--- src/rtl/irq_ident_pkg.sv ---
package irq_ident_pkg;
  localparam int unsigned WORD_W = 32;

  function automatic int unsigned bits_for(input int unsigned n);
    int unsigned w;
    w = 1;
    while ((1 << w) <= n) w++;
    return w;
  endfunction
endpackage

--- src/rtl/irq_pend_bank.sv ---
module irq_pend_bank #(
  parameter int unsigned N = 64
) (
  input  logic         clk,
  input  logic         rst,
  input  logic [N-1:0] set_stb,
  input  logic [N-1:0] clr_stb,
  output logic [N-1:0] pend
);
  for (genvar g = 0; g < N; g++) begin : g_flag
    always_ff @(posedge clk) begin
      if (rst)             pend[g] <= 1'b0;
      else if (set_stb[g]) pend[g] <= 1'b1;
      else if (clr_stb[g]) pend[g] <= 1'b0;
    end


    set_beats_clear_chk: assert property (@(posedge clk) disable iff (rst)
      (set_stb[g] && clr_stb[g]) |=> pend[g]);


    clear_drops_flag_chk: assert property (@(posedge clk) disable iff (rst)
      (clr_stb[g] && !set_stb[g]) |=> !pend[g]);
  end
endmodule

--- src/rtl/irq_prio_enc.sv ---
module irq_prio_enc #(
  parameter int unsigned N     = 64,
  parameter int unsigned OUT_W = 8
) (
  input  logic [N-1:0]     req,
  output logic [OUT_W-1:0] id
);
  always_comb begin
    id = '0;
    for (int i = N - 1; i >= 0; i--) begin
      if (req[i]) id = OUT_W'(i + 1);
    end
  end
endmodule

--- src/rtl/irq_ident_top.sv ---
module irq_ident_top #(
  parameter int unsigned NUM_OBJ     = 64,
  parameter int unsigned ID1_W       = 8,
  parameter int unsigned ID0_W       = 16,
  parameter int unsigned STAT_W      = 8,
  parameter logic [7:0]  STAT_IDLE   = 8'h07,
  parameter logic [15:0] STATUS_CODE = 16'h8000
) (
  input  logic               clk,
  input  logic               rst,
  input  logic [NUM_OBJ-1:0] set_stb,
  input  logic [NUM_OBJ-1:0] clr_stb,
  input  logic [NUM_OBJ-1:0] line_sel,
  input  logic [STAT_W-1:0]  err_status,
  input  logic               line0_en,
  input  logic               line1_en,
  output logic [31:0]        rd_word,
  output logic               irq0,
  output logic               irq1
);
  import irq_ident_pkg::*;

  localparam int unsigned PAD_W = WORD_W - ID1_W - ID0_W;

  logic [NUM_OBJ-1:0] pend;
  logic [NUM_OBJ-1:0] req0, req1;
  logic [ID0_W-1:0]   msg_id0, id0_nxt, id0_q;
  logic [ID1_W-1:0]   id1_nxt, id1_q;
  logic               stat_act;
  logic               irq0_q, irq1_q;

  irq_pend_bank #(.N(NUM_OBJ)) u_bank (
    .clk(clk), .rst(rst), .set_stb(set_stb), .clr_stb(clr_stb), .pend(pend)
  );

  assign req0 = pend & ~line_sel;
  assign req1 = pend & line_sel;

  irq_prio_enc #(.N(NUM_OBJ), .OUT_W(ID0_W)) u_enc0 (.req(req0), .id(msg_id0));
  irq_prio_enc #(.N(NUM_OBJ), .OUT_W(ID1_W)) u_enc1 (.req(req1), .id(id1_nxt));

  assign stat_act = (err_status != STAT_W'(STAT_IDLE));
  assign id0_nxt  = stat_act ? ID0_W'(STATUS_CODE) : msg_id0;

  always_ff @(posedge clk) begin
    if (rst) begin
      id0_q  <= '0;
      id1_q  <= '0;
      irq0_q <= 1'b0;
      irq1_q <= 1'b0;
    end else begin
      id0_q  <= id0_nxt;
      id1_q  <= id1_nxt;
      irq0_q <= (id0_nxt != '0) && line0_en;
      irq1_q <= (id1_nxt != '0) && line1_en;
    end
  end

  assign rd_word = {{PAD_W{1'b0}}, id1_q, id0_q};
  assign irq0    = irq0_q;
  assign irq1    = irq1_q;


  line1_zero_iff_idle_chk: assert property (@(posedge clk) disable iff (rst)
    ((|req1) == (id1_nxt != '0)));


  line1_winner_pending_chk: assert property (@(posedge clk) disable iff (rst)
    (id1_nxt != '0) |-> req1[int'(id1_nxt) - 1]);


  line0_no_better_chk: assert property (@(posedge clk) disable iff (rst)
    (msg_id0 != '0) |->
      ((req0 & ((NUM_OBJ'(1) << (int'(msg_id0) - 1)) - NUM_OBJ'(1))) == '0));


  status_preempts_chk: assert property (@(posedge clk) disable iff (rst)
    stat_act |=> (id0_q == ID0_W'(STATUS_CODE)));


  irq1_needs_id_chk: assert property (@(posedge clk) disable iff (rst)
    irq1_q |-> (id1_q != '0));


  pad_zero_chk: assert property (@(posedge clk) disable iff (rst)
    rd_word[31:24] == 8'h00);
endmodule

--- config.mk ---
export PLATFORM = sky130hd
export DESIGN_NAME = irq_ident_top
export DESIGN_NICKNAME = d
export VERILOG_FILES = /design/src/rtl/irq_ident_pkg.sv /design/src/rtl/irq_pend_bank.sv /design/src/rtl/irq_prio_enc.sv /design/src/rtl/irq_ident_top.sv
export SDC_FILE = /design/constraint.sdc
export NUM_CORES = 1
export LEC_CHECK = 0
export BUFFER_PORTS_ARGS = -buffer_cell sky130_fd_sc_hd__buf_2
export CAP_MARGIN = 20
export CORE_AREA = 2 2 116 118
export CTS_CLUSTER_SIZE = 24
export DETAILED_ROUTE_END_ITERATION = 10
export DIE_AREA = 0 0 118 120
export PLACE_DENSITY = 0.71
export SLEW_MARGIN = 20
export SYNTH_ARGS = -nofsm -noshare
export SYNTH_HDL_FRONTEND = slang
export SYNTH_SLANG_ARGS = --single-unit
--- constraint.sdc ---
create_clock -name clk -period 4.6 [get_ports clk]
set_clock_uncertainty 0.2 [all_clocks]
set_input_delay 0 -clock clk [delete_from_list [all_inputs] [get_ports clk]]
set_output_delay 0 -clock clk [all_outputs]
set_load 0.01 [all_outputs]
---- Word-level counts from Yosys, hierarchy flattened ----
Index checks and enable logic that the tools add are counted.
operators by class
  bitwise gates (word level) .............. 3
  multiplexer cells ....................... 257
  equality and inequality tests ........... 1
  reduce and logical (&&, ||, !) cells .... 68
operator list
  operator                                                                 number
  7-bit 2-to-1 mux                                                         128
  64-bit bitwise AND                                                       2
  1-bit 2-to-1 mux                                                         128
  2-bit nonzero test                                                       64
  64-bit NOT                                                               1
  16-bit 2-to-1 mux                                                        1
  16-bit nonzero test                                                      1
  8-bit by 3-bit inequality test with 1-bit output, second input constant  1
  8-bit nonzero test                                                       1
  1-bit logical AND                                                        2
word-level totals
  input bits .............................. 204
  logic and storage cells ................. 397
  register bits after elaboration ......... 90

---- Logic depth before layout (Yosys ltp) ----
  depth in word-level cells ............... 69
  depth in mapped cells ................... 8

---- Hierarchy ----
Synthesis repeated with hierarchy kept, for this count alone.
second synthesis, totals
  cells, all modules ...................... 760
  area total of the unflattened synthesis .. 5901.9 sq um
by module, submodules not included
  module                 seq. area each (sq um)  instances  cells each  area each (sq um)
  irq_pend_bank          1281.2                  1          263         2598.7
  irq_ident_top          520.5                   1          203         1659.1
  irq_prio_enc (u_enc0)  0.0                     1          151         852.1
  irq_prio_enc (u_enc1)  0.0                     1          143         792.0

---- Worst setup path before layout ----
Ideal clock, no wire load.
  path kind ............................... reg2reg
  from .................................... register u_bank.pend[54]
  to ...................................... register irq0_q (netlist: irq0)
  period minus slack after synthesis ...... 1908 ps
  slack ................................... 2692 ps
  data arrival time ....................... 1573 ps
  buffers on the path ..................... 0
  library setup time ...................... 136 ps
  stages on the path, launching flop included .. 9
  path through ............................ dfxtp_1 > nor2b_1 > or4_1 > a31oi_1 > o211ai_1 > nand3_1 > a21oi_1 > o21ai_1 > a41oi_1
on the way
  word-level cells in the longest chain between the ends .. 59
RTL lines
  what                              RTL line             source
  start: declaration                irq_pend_bank.sv:8   output logic [N-1:0] pend
  start signal: indexed assignment  irq_pend_bank.sv:12  if (rst) pend[g] <= 1'b0;
  start signal: indexed assignment  irq_pend_bank.sv:13  else if (set_stb[g]) pend[g] <= 1'b1;
  start signal: indexed assignment  irq_pend_bank.sv:14  else if (clr_stb[g]) pend[g] <= 1'b0;
  64-bit bitwise AND                irq_ident_top.sv:36  assign req0 = pend & ~line_sel;
  7-bit 2-to-1 mux (55 in a row)    irq_prio_enc.sv:11   if (req[i]) id = OUT_W'(i + 1);
  16-bit 2-to-1 mux                 irq_ident_top.sv:43  assign id0_nxt = stat_act ? ID0_W'(STATUS_CODE) : msg_id0;
  16-bit nonzero test               irq_ident_top.sv:54  irq0_q <= (id0_nxt != '0) && line0_en;
  1-bit logical AND                 irq_ident_top.sv:54
  end signal: assignment            irq_ident_top.sv:54
  end: declaration                  irq_ident_top.sv:30  logic irq0_q, irq1_q;
No other way between the ends.
A chain may end at the register's enable or synchronous reset.

---- Final worst setup path ----
  from .................................... register u_bank.pend[61]
  to ...................................... register id1_q[1]
on the way
  word-level cells in the longest chain between the ends .. 63
RTL lines
  what                            RTL line             source
  64-bit bitwise AND              irq_ident_top.sv:37  assign req1 = pend & line_sel;
  7-bit 2-to-1 mux (62 in a row)  irq_prio_enc.sv:11
  end signal: assignment          irq_ident_top.sv:53  id1_q <= id1_nxt;
  end: declaration                irq_ident_top.sv:28  logic [ID1_W-1:0] id1_nxt, id1_q;
No other way between the ends.

==> out/qor.txt <==
Final Max Tran Viols: 0
First-pass GRT wire length: 31.1 mm
Netlist cell types: 65
Final core utilization: 0.640
Min Tclk post-route: 3.10 ns
Htree depth: 3
Overall Power: 2.16 mW
Post-synthesis mux area share: 0
Hold Startpoint: line_sel[39]
Root Driver: clkbuf_16
Sequential area share after synthesis: 0.320
Row count: 42
Synth top area share: 0.320
TritonCTS Buffers: 9
Gate Count Post-Synth: 725
Worst Hold Class: input port to flip-flop
CTS tree: built
Synth area leader: dfxtp_1
Min setup slack post-route: 1.50 ns
Share of layout cells above drive strength 1: 0.226
Full die area: 14200 um^2
CP Data Required Time: 4.62 ns
Hold path cells: 6
Dpl hpwl: 13.2 mm
Initial antenna violation count: 4
CP max-delay cell: dlygate4sd3_1
RSZ-0062 raised after global routing: no
Clock Latency Late Sink: 0.34 ns
Avg Vias per Cell: 5.06
Clock transition at the registers of the reported paths: 0.06 ns
TritonRoute pass-1 iters: 5
Xor and xnor area share after synthesis: 0
Combinational family with the most area after synthesis: simple AND/OR/NAND/NOR gates
Crit Path Max Fanout: 5
Setup CP Type: flip-flop to flip-flop
Synth Area per Inst: 6.98 um^2
Worst path cell trace: a22oi_1 > o211ai_1 > nand2_1 > a31oi_1 > o211ai_1 > a21oi_1 > o21ai_0 > dlygate4sd3_1 > nor2_1 > dlygate4sd3_1
Mapped Area: 5060 um^2
Complex-gate fraction of the synthesized area: 0.248
Vias in the first global route: 6632
Final Wtd Congestion: 0.924
Chip height: 120 um
Starting Density: 0.390
Worst slack, placed: 2.30 ns
Cell Pwr Density: 260 nW/um^2
DRT Wirelength: 19.5 mm
Slew headroom: 0.535
Buf/Inv on CP: 2
CTS Sinks: 81
Die X: 118 um
Post-DRT Antenna Nets: 0
Remaining global-route overflow: 0
Ys Warns: 0
Pin count of the biggest net entering global routing: 51
Drt first-iter violations: 476
Status: finished clean
Worst-margin pin slew: 0.696 ns
Reg-to-reg endpoint: id1_q[1]
Top cells by area, synth: dfxtp_1 32%, a21oi_1 8.7%, nor2_1 7.7%
Setup violations, final: 0
Fin crit share: 0.674
Worst VDD drop: 0.165 mV
Layout area overhead: 64.1%
Total GRT Usage: 0.275
EDFF count, synth: 0
Crit path DAT: 3.13 ns
Critical path launch point: u_bank.pend[61]
Area of the core: 13000 um^2
Routed length per instance: 15.0 um
Critical Path End Type: flip-flop
IO Port Bufs: 220
Max cap viols: 0
Postcts setup bufs: 0
Leakage: 4.08 nW
Max clock buf depth: 2
IO Count: 238
Top_reg_cell synth: dfxtp_1
Drt drc: 0
Synth Register Bits: 81
Post-synthesis adder-cell area fraction: 0
Fin Setup TNS: 0 ns
Vias post-DR: 6588
Hold worst-path end: id1_q[6]
Worst r2r path cells: 10
CP delay by family, top: buffers and inverters
FF-to-FF Start: u_bank.pend[61]
Simple-Gate Fraction of Synth Area: 0.344
Async SR Flop Fraction: 0
Element type at the critical path start: flip-flop
Critical path's largest stage delay: 0.59 ns
Final nets: 1320
Fin. Hold Viols: 0
Maximum operating frequency: 0.322 GHz
Reg2reg setup slack: 1.50 ns
worst register-to-register path: stages (launching register included):
cell	delay, ns
dfxtp_1	0.36
a22oi_1	0.30
o211ai_1	0.16
nand2_1	0.11
a31oi_1	0.08
o211ai_1	0.23
a21oi_1	0.11
o21ai_0	0.24
dlygate4sd3_1	0.59
nor2_1	0.04
dlygate4sd3_1	0.58
through the flow:
stage | instance area [um^2] | hold slack, ns | std cells
floorplan | 5120 | -0.109 | 741
finish | 8310 | 0.0552 | 1301
detailed placement | 6290 | 0.0113 | 1113
global route | 8310 | 0.0754 | 1301
global placement | 6290 | 0.00630 | 1113
CTS | 8300 | 0.0282 | 1297
how the worst max path moves through the flow:
stage | endpoint | cells after the start
after CTS | id1_q[1] | 10
final | id1_q[1] | 10
after detailed placement | irq1 | 8
after floorplan | irq0 | 8
after global placement | irq1 | 8
after global routing | id1_q[1] | 10
cell usage in the layout (no fill, tap or decap), types with 8 or more instances in the layout:
cell / instances
dlygate4sd3_1: 168
buf_2: 220
nor3_1: 12
nor2b_1: 29
a22oi_1: 16
nand4_1: 8
clkbuf_16: 9
inv_1: 75
nand2b_1: 43
dfxtp_1: 81
o21ai_0: 21
nor2_1: 104
nand3_1: 24
a21oi_1: 88
conb_1: 17
nand2_1: 90
logic make-up (layout without fill, tap and decap cells):
kind of cell / Yosys count / count (layout)
AO/OA/AOI/OAI: 196 / 196
buffers and inverters: 100 / 480
flip-flops: 81 / 81
other: 1 / 21
AND/OR/NAND/NOR: 347 / 347
power breakdown:
group          internal, mW  leakage [nW]  total (mW)  switching (mW)
registers             0.745         0.674       0.791          0.0453
logic                 0.307          3.25       0.580           0.273
clock network         0.506         0.157       0.791           0.285
total                  1.56          4.08        2.16           0.604
Yosys cell counts, types with 2 or more instances:
cell type	instances
a21oi_1	88
buf_1	2
nand2b_2	4
a32o_1	3
nand2_1	90
buf_4	17
nand3_1	24
a21o_1	3
a311oi_1	2
dfxtp_1	81
o21ai_1	5
inv_1	75
nand4_1	8
nor3_1	12
a41oi_1	5
o2111ai_1	6
nor2b_1	29
nor2_1	104
nor4_2	3
and2b_1	2
a41o_1	2
o21ai_0	21
a32oi_1	4
a21boi_0	3
a211oi_1	4
and3_1	2
nand2b_1	43
and2_1	5
a22o_1	6
a2111oi_0	2
clkbuf_1	6
a22oi_1	16
nand3b_1	6
a31oi_1	6
o211ai_1	6
area by class of cell:
class	count	area (um^2)
Fill cell	1110	4670
Multi-Input combinational cell	560	3060
Timing Repair Buffer	389	2790
Sequential cell	81	1620
Inverter	75	282
Clock buffer	14	264
Tap cell	176	220
Clock inverter	2	60.1
Antenna cell	4	10.0
routing by layer:
metal	GRT usage	vias up	part of all wire	routed length (um)
met3	0.0475	40	0.068	1320
li1	-	3252	-	-
met2	0.472	275	0.48	9340
met5	0	-	0	0
met1	0.339	3021	0.43	8320
met4	0.123	0	0.025	484
sequential cells by signal (all words and copies together), names as in the netlist:
name	cells
irq0	1
id1_q	7
id0_q	8
u_bank.pend	64
irq1	1
what timing repair did:
item,CTS,global route
hold buffers,168,0
hold endpoints to repair,75,0
gates resized for setup,0,0
setup endpoints to repair,0,0
Power figures use the tool's default switching activity.
